File: config.mk
export PLATFORM = sky130hd
export DESIGN_NAME = mbx_boot_doorbell
export DESIGN_NICKNAME = d
export VERILOG_FILES = /design/src/rtl/mbx_boot_pkg.sv /design/src/rtl/mbx_boot_ctrl.sv /design/src/rtl/mbx_boot_dp.sv /design/src/rtl/mbx_boot_doorbell.sv
export SDC_FILE = /design/constraint.sdc
export NUM_CORES = 1
export LEC_CHECK = 0
export CORE_ASPECT_RATIO = 0.6
export CORE_MARGIN = 5
export CORE_UTILIZATION = 45
export DETAILED_ROUTE_END_ITERATION = 8
export PLACE_DENSITY = 0.79
export SLEW_MARGIN = 30
export SYNTH_ARGS = -nofsm -noshare
export SYNTH_HDL_FRONTEND = slang
export SYNTH_SLANG_ARGS = --single-unit
File: constraint.sdc
create_clock -name clk -period 1.8 [get_ports clk]
set_input_delay 0.27 -clock clk [delete_from_list [all_inputs] [get_ports clk]]
set_output_delay 0.27 -clock clk [all_outputs]
set_load 0.005 [all_outputs]
File: src/rtl/mbx_boot_pkg.sv
package mbx_boot_pkg;

  typedef enum logic [1:0] {
    ST_IDLE = 2'd0,
    ST_ACK  = 2'd1,
    ST_BUSY = 2'd2
  } mbxState_t;

  // Strobes from control to datapath
  typedef struct packed {
    logic takeUpper;   // capture upper field
    logic takeLower;   // capture lower field, assemble address
    logic flagOrphan;  // lower write with no upper half held
    logic dropUpper;   // command completed, forget upper half
  } mbxStrobe_t;

endpackage

File: src/rtl/mbx_boot_ctrl.sv
module mbx_boot_ctrl
  import mbx_boot_pkg::*;
#(
  parameter int ACK_DELAY = 2
) (
  input  logic       clk,
  input  logic       rstN,
  input  logic       wrEn,
  input  logic       wrHi,
  input  logic       cmdDone,
  input  logic       upperValid,
  output logic       ready,
  output logic       cmdStart,
  output mbxStrobe_t strobe
);

  localparam int CNT_W = $clog2(ACK_DELAY + 1);
  localparam logic [CNT_W-1:0] CNT_LOAD = CNT_W'(ACK_DELAY - 1);

  mbxState_t        state;
  logic [CNT_W-1:0] ackCnt;
  logic             accept;

  assign ready  = (state == ST_IDLE);
  assign accept = wrEn && ready;

  always_comb begin
    strobe            = '0;
    strobe.takeUpper  = accept && wrHi;
    strobe.takeLower  = accept && !wrHi && upperValid;
    strobe.flagOrphan = accept && !wrHi && !upperValid;
    strobe.dropUpper  = (state == ST_BUSY) && cmdDone;
  end

  always_ff @(posedge clk) begin
    if (!rstN) begin
      state    <= ST_IDLE;
      ackCnt   <= '0;
      cmdStart <= 1'b0;
    end else begin
      cmdStart <= strobe.takeLower;
      unique case (state)
        ST_IDLE: begin
          if (strobe.takeUpper) begin
            state  <= ST_ACK;
            ackCnt <= CNT_LOAD;
          end else if (strobe.takeLower) begin
            state <= ST_BUSY;
          end
        end
        ST_ACK: begin
          if (ackCnt == '0) state <= ST_IDLE;
          else              ackCnt <= ackCnt - 1'b1;
        end
        ST_BUSY: begin
          if (cmdDone) state <= ST_IDLE;
        end
        default: state <= ST_IDLE;
      endcase
    end
  end

  // a start strobe only follows an accepted hi-clear write
  assert_start_after_lo_R4: assert property (@(posedge clk) disable iff (!rstN)
    cmdStart |-> $past(wrEn && ready && !wrHi));

  // the start strobe lasts a single cycle
  assert_start_single_R4: assert property (@(posedge clk) disable iff (!rstN)
    cmdStart |=> !cmdStart);

  // ready rises only at completion or at the end of the upper-half acknowledge
  assert_ready_rise_R5: assert property (@(posedge clk) disable iff (!rstN)
    $rose(ready) |-> ($past(cmdDone) || $past(state == ST_ACK)));

endmodule

File: src/rtl/mbx_boot_dp.sv
module mbx_boot_dp
  import mbx_boot_pkg::*;
#(
  parameter int FIELD_W    = 30,
  parameter int ALIGN_BITS = 4,
  localparam int ADDR_W    = 2 * FIELD_W + ALIGN_BITS
) (
  input  logic               clk,
  input  logic               rstN,
  input  logic [FIELD_W-1:0] wrField,
  input  mbxStrobe_t         strobe,
  input  logic               readyIn,
  output logic               upperValid,
  output logic               seqErr,
  output logic [ADDR_W-1:0]  mboxAddr
);

  logic [FIELD_W-1:0] upperReg;

  always_ff @(posedge clk) begin
    if (!rstN) begin
      upperReg   <= '0;
      upperValid <= 1'b0;
      seqErr     <= 1'b0;
      mboxAddr   <= '0;
    end else begin
      if (strobe.takeUpper) begin
        upperReg   <= wrField;
        upperValid <= 1'b1;
        seqErr     <= 1'b0;
      end
      if (strobe.takeLower) begin
        mboxAddr <= {upperReg, wrField, {ALIGN_BITS{1'b0}}};
      end
      if (strobe.flagOrphan) seqErr     <= 1'b1;
      if (strobe.dropUpper)  upperValid <= 1'b0;
    end
  end

  // no capture while ready is low
  assert_hold_when_busy_R7: assert property (@(posedge clk) disable iff (!rstN)
    !readyIn |=> ($stable(upperReg) && $stable(mboxAddr)));

endmodule

File: src/rtl/mbx_boot_doorbell.sv
module mbx_boot_doorbell #(
  parameter int DATA_W     = 32,
  parameter int ALIGN_BITS = 4,
  parameter int ACK_DELAY  = 2,
  localparam int FIELD_W   = DATA_W - 2,
  localparam int ADDR_W    = 2 * FIELD_W + ALIGN_BITS
) (
  input  logic              clk,
  input  logic              rstN,
  input  logic              wrEn,
  input  logic [DATA_W-1:0] wrData,
  output logic [DATA_W-1:0] rdData,
  input  logic              cmdDone,
  output logic [ADDR_W-1:0] mboxAddr,
  output logic              cmdStart,
  output logic              seqErr
);

  import mbx_boot_pkg::*;

  mbxStrobe_t strobe;
  logic       ready;
  logic       upperValid;
  logic       unusedWrBit;

  assign unusedWrBit = wrData[0];
  assign rdData      = {{(DATA_W-1){1'b0}}, ready};

  mbx_boot_ctrl #(.ACK_DELAY(ACK_DELAY)) u_ctrl (
    .clk        (clk),
    .rstN       (rstN),
    .wrEn       (wrEn),
    .wrHi       (wrData[1]),
    .cmdDone    (cmdDone),
    .upperValid (upperValid),
    .ready      (ready),
    .cmdStart   (cmdStart),
    .strobe     (strobe)
  );

  mbx_boot_dp #(.FIELD_W(FIELD_W), .ALIGN_BITS(ALIGN_BITS)) u_dp (
    .clk        (clk),
    .rstN       (rstN),
    .wrField    (wrData[DATA_W-1:2]),
    .strobe     (strobe),
    .readyIn    (ready),
    .upperValid (upperValid),
    .seqErr     (seqErr),
    .mboxAddr   (mboxAddr)
  );

  // an out-of-sequence write never coincides with a command start
  assert_orphan_no_start_R6: assert property (@(posedge clk) disable iff (!rstN)
    $rose(seqErr) |-> (!cmdStart && ready));

endmodule

==> impl_metrics.toml <==
[timing]
timing.clock.skew_ns = 0.00413
share_of_the_cycle_needed_by_the_critical_path_after_routing = 0.918
final-setup-viol-count = 0
fin_tns_setup_ns = 0
post-route-min-period_ns = 1.65
rsz0062_at_grt = "false"
fmax_ghz = 0.605
report.final.hold_viol_count = 0
slew_violations = 0

[setup_path]
worst-endpoint-required_ns = 1.53
critPathMaxFanout = 6
crit_slowest_cell = "clkdlybuf4s50_1"
timing.critical_path.slowest_cell_delay_ns = 0.52
critical_path.cell_chain = "nor2_2 -> clkdlybuf4s50_1"
timing_worst_setup_path_type = "reg -> out"
cp-end-kind = "output pin"
start_kind = "flop"
worst_ep_arrival_time_ns = 1.38

[detailed_routing]
drt-pass1-iter-count = 4
routed_wire_length_um = 9970
drcViolationCount = 0
initialDrtViolationCount = 226
number_of_nets_still_failing_antenna_checks_after_routing = 0
dr_total_vias = 3114
viasPerCell = 4.71
wl_per_cell_um = 15.1

[synthesis]
avgSynthCellArea_um2 = 8.83
synth.yosys.seq_area_share = 0.479
mappedNetlistArea_mm2 = 0.00405
synthesis_stage_register_bit_count = 97
yosys_warnings = 0
synthesis.instances = 459
synth.distinct_cells = 26

[finish]
finish.cell_count_without_fillers = 661
layout_common_cells = "nand2_1, dfxtp_1, clkdlybuf4s50_1"
post_route_cells_drive_above_1_share = 0.0528
layout.cells.most_common = "nand2_1"
antenna_cells = 0
final_net_count = 581
syn_to_final_growth_pct = 28.8

[power]
power_density_mw_per_mm2 = 865
cell_internal_power_uw = 3490
ir_drop_mv = 0.527
cellLeakagePower_uw = 0.00186
netSwitchingFraction = 0.226
clock_power_share = 0.418
p_seq_frac = 0.495
net_switching_uw = 1020
combinationalPowerShare = 0.087

[clock_tree]
clock_tree_buf_depth = 2
cts.reportedPaths.clkPinSlew_ns = 0.06
htree_levels = 3
clk_latency_ns = 0.33
holdBufCountCts = 0
cts.repair.resized = 0
root_buffer = "clkbuf_16"
cts_bufs_inserted = 9
tritoncts = "built"
cts_num_sinks = 97
post_cts.repair.setup_buffers = 0

[placement]
gp_congestion = 0.797
placed_cells_incl_taps = 645
post-dp-hpwl_um = 7330
port-buffer-count = 97

[grt]
pin_count_of_the_biggest_net_entering_global_routing = 82
number_of_antenna_violations_at_the_first_check_in_global_routing = 0
via_count_of_the_first_global_routing_pass = 2949
globalRoute.totalOverflow = 0
global_route.usage.total = 0.180
first_pass_grt_wire_length_um = 16000

[run]
drv.max_cap_violation_count = 0

[floorplan]
ioPinCount = 134
floorplan.die_area_mm2 = 0.0111
chipHeight_um = 83.5
core_footprint_mm2 = 0.00865
placement_rows = 26
chipWidth_um = 132
starting_utilization_of_the_core_area = 0.468

[hold_path]
hold_path_class = "in -> reg"

[status]
status = "finished clean"
-- per-stage QoR --
step / setup slack [ns] / cell area (um^2) / total power (uW) / hold slack [ns] / utilization
finish: 0.147 / 5220 / 4520 / 0.286 / 0.603
global route: 0.0698 / 5220 / 4710 / 0.281 / 0.603
CTS: 0.126 / 5220 / 4570 / 0.270 / 0.603
detailed placement: 0.0695 / 4920 / 2670 / 0.447 / 0.569
global placement: 0.141 / 4920 / 2660 / 0.444 / 0.569
floorplan: 0.479 / 4180 / 2550 / 0.388 / -
-- flip-flops by register name (all words and copies together) (netlist names) --
name	flops
u_dp.upperReg	30
u_dp.seqErr	1
u_ctrl.state	2
u_dp.upperValid	1
u_ctrl.ackCnt	2
u_ctrl.cmdStart	1
u_dp.mboxAddr	60
-- worst max-delay path: cells and delay by family, from the launching register on --
kind                   cells  cell delay, ns
buffers and inverters      1            0.52
DFF                        1            0.36
and+or+nand+nor            1            0.17
-- path summary, 6_finish.rpt --
| path | slack [ns] | to | from | cells past startpoint |
|---|---|---|---|---|
| hold reg to reg | 0.46 | u_dp.mboxAddr[57] | u_dp.mboxAddr[57] | 2 |
| setup / recovery | 0.15 | rdData[0] | u_ctrl.state[1] | 2 |
| setup reg to reg | 0.34 | u_ctrl.ackCnt[1] | u_ctrl.ackCnt[0] | 5 |
| hold / removal | 0.29 | u_dp.mboxAddr[15] | rstN | 3 |
-- cells in the mapped netlist --
library cell | instances | area, um^2
nor3b_1 | 1 | 7.51
o2111a_1 | 1 | 11.3
inv_1 | 4 | 15.0
nor2b_1 | 1 | 6.26
nor2_1 | 4 | 15.0
a21oi_1 | 30 | 150
buf_12 | 7 | 140
and4b_4 | 1 | 13.8
dfxtp_1 | 97 | 1940
a311oi_1 | 1 | 8.76
nor2_2 | 1 | 6.26
ha_1 | 1 | 12.5
buf_4 | 39 | 293
a32o_1 | 1 | 10.0
a31oi_1 | 1 | 6.26
conb_1 | 1 | 3.75
clkinv_1 | 1 | 3.75
and4bb_2 | 1 | 12.5
mux2i_1 | 60 | 601
nand2_1 | 180 | 676
a211oi_1 | 1 | 7.51
buf_2 | 3 | 15.0
clkbuf_1 | 18 | 67.6
and2_1 | 1 | 6.26
nor3_1 | 2 | 10.0
nand4bb_1 | 1 | 11.3
-- kinds of logic after synthesis --
family          synth area share
simple gates               0.189
flops                      0.479
buf+inv                    0.132
mux                        0.148
compound gates            0.0479
fa+ha+maj                0.00309
other cells             0.000926
-- metal layers --
layer	wire, um	part of all wire	GRT usage
met4	112	0.011	0.0547
met5	0	0	0
met2	4140	0.42	0.245
met1	5010	0.50	0.267
met3	707	0.071	0.0584
-- cell type report --
| class | count | area, um^2 |
|---|---|---|
| fillers | 739 | 3430 |
| flip-flops and latches | 97 | 1940 |
| multi-input cells | 324 | 1700 |
| repair buffers | 107 | 1120 |
| clock buffers | 11 | 243 |
| well taps | 112 | 140 |
| clock inverters | 5 | 55.1 |
| inverters | 5 | 18.8 |
-- power by group through the flow --
stage          registers [uW]  clock network [uW]  logic, uW
6_report                 2230                1890        393
3_3_place_gp             2280                   0        380
3_5_place_dp             2280                   0        388
4_1_cts                  2230                1940        390
5_1_grt                  2240                2030        431
2_1_floorplan            2270                   0        274
Power figures use the tool's default switching activity.
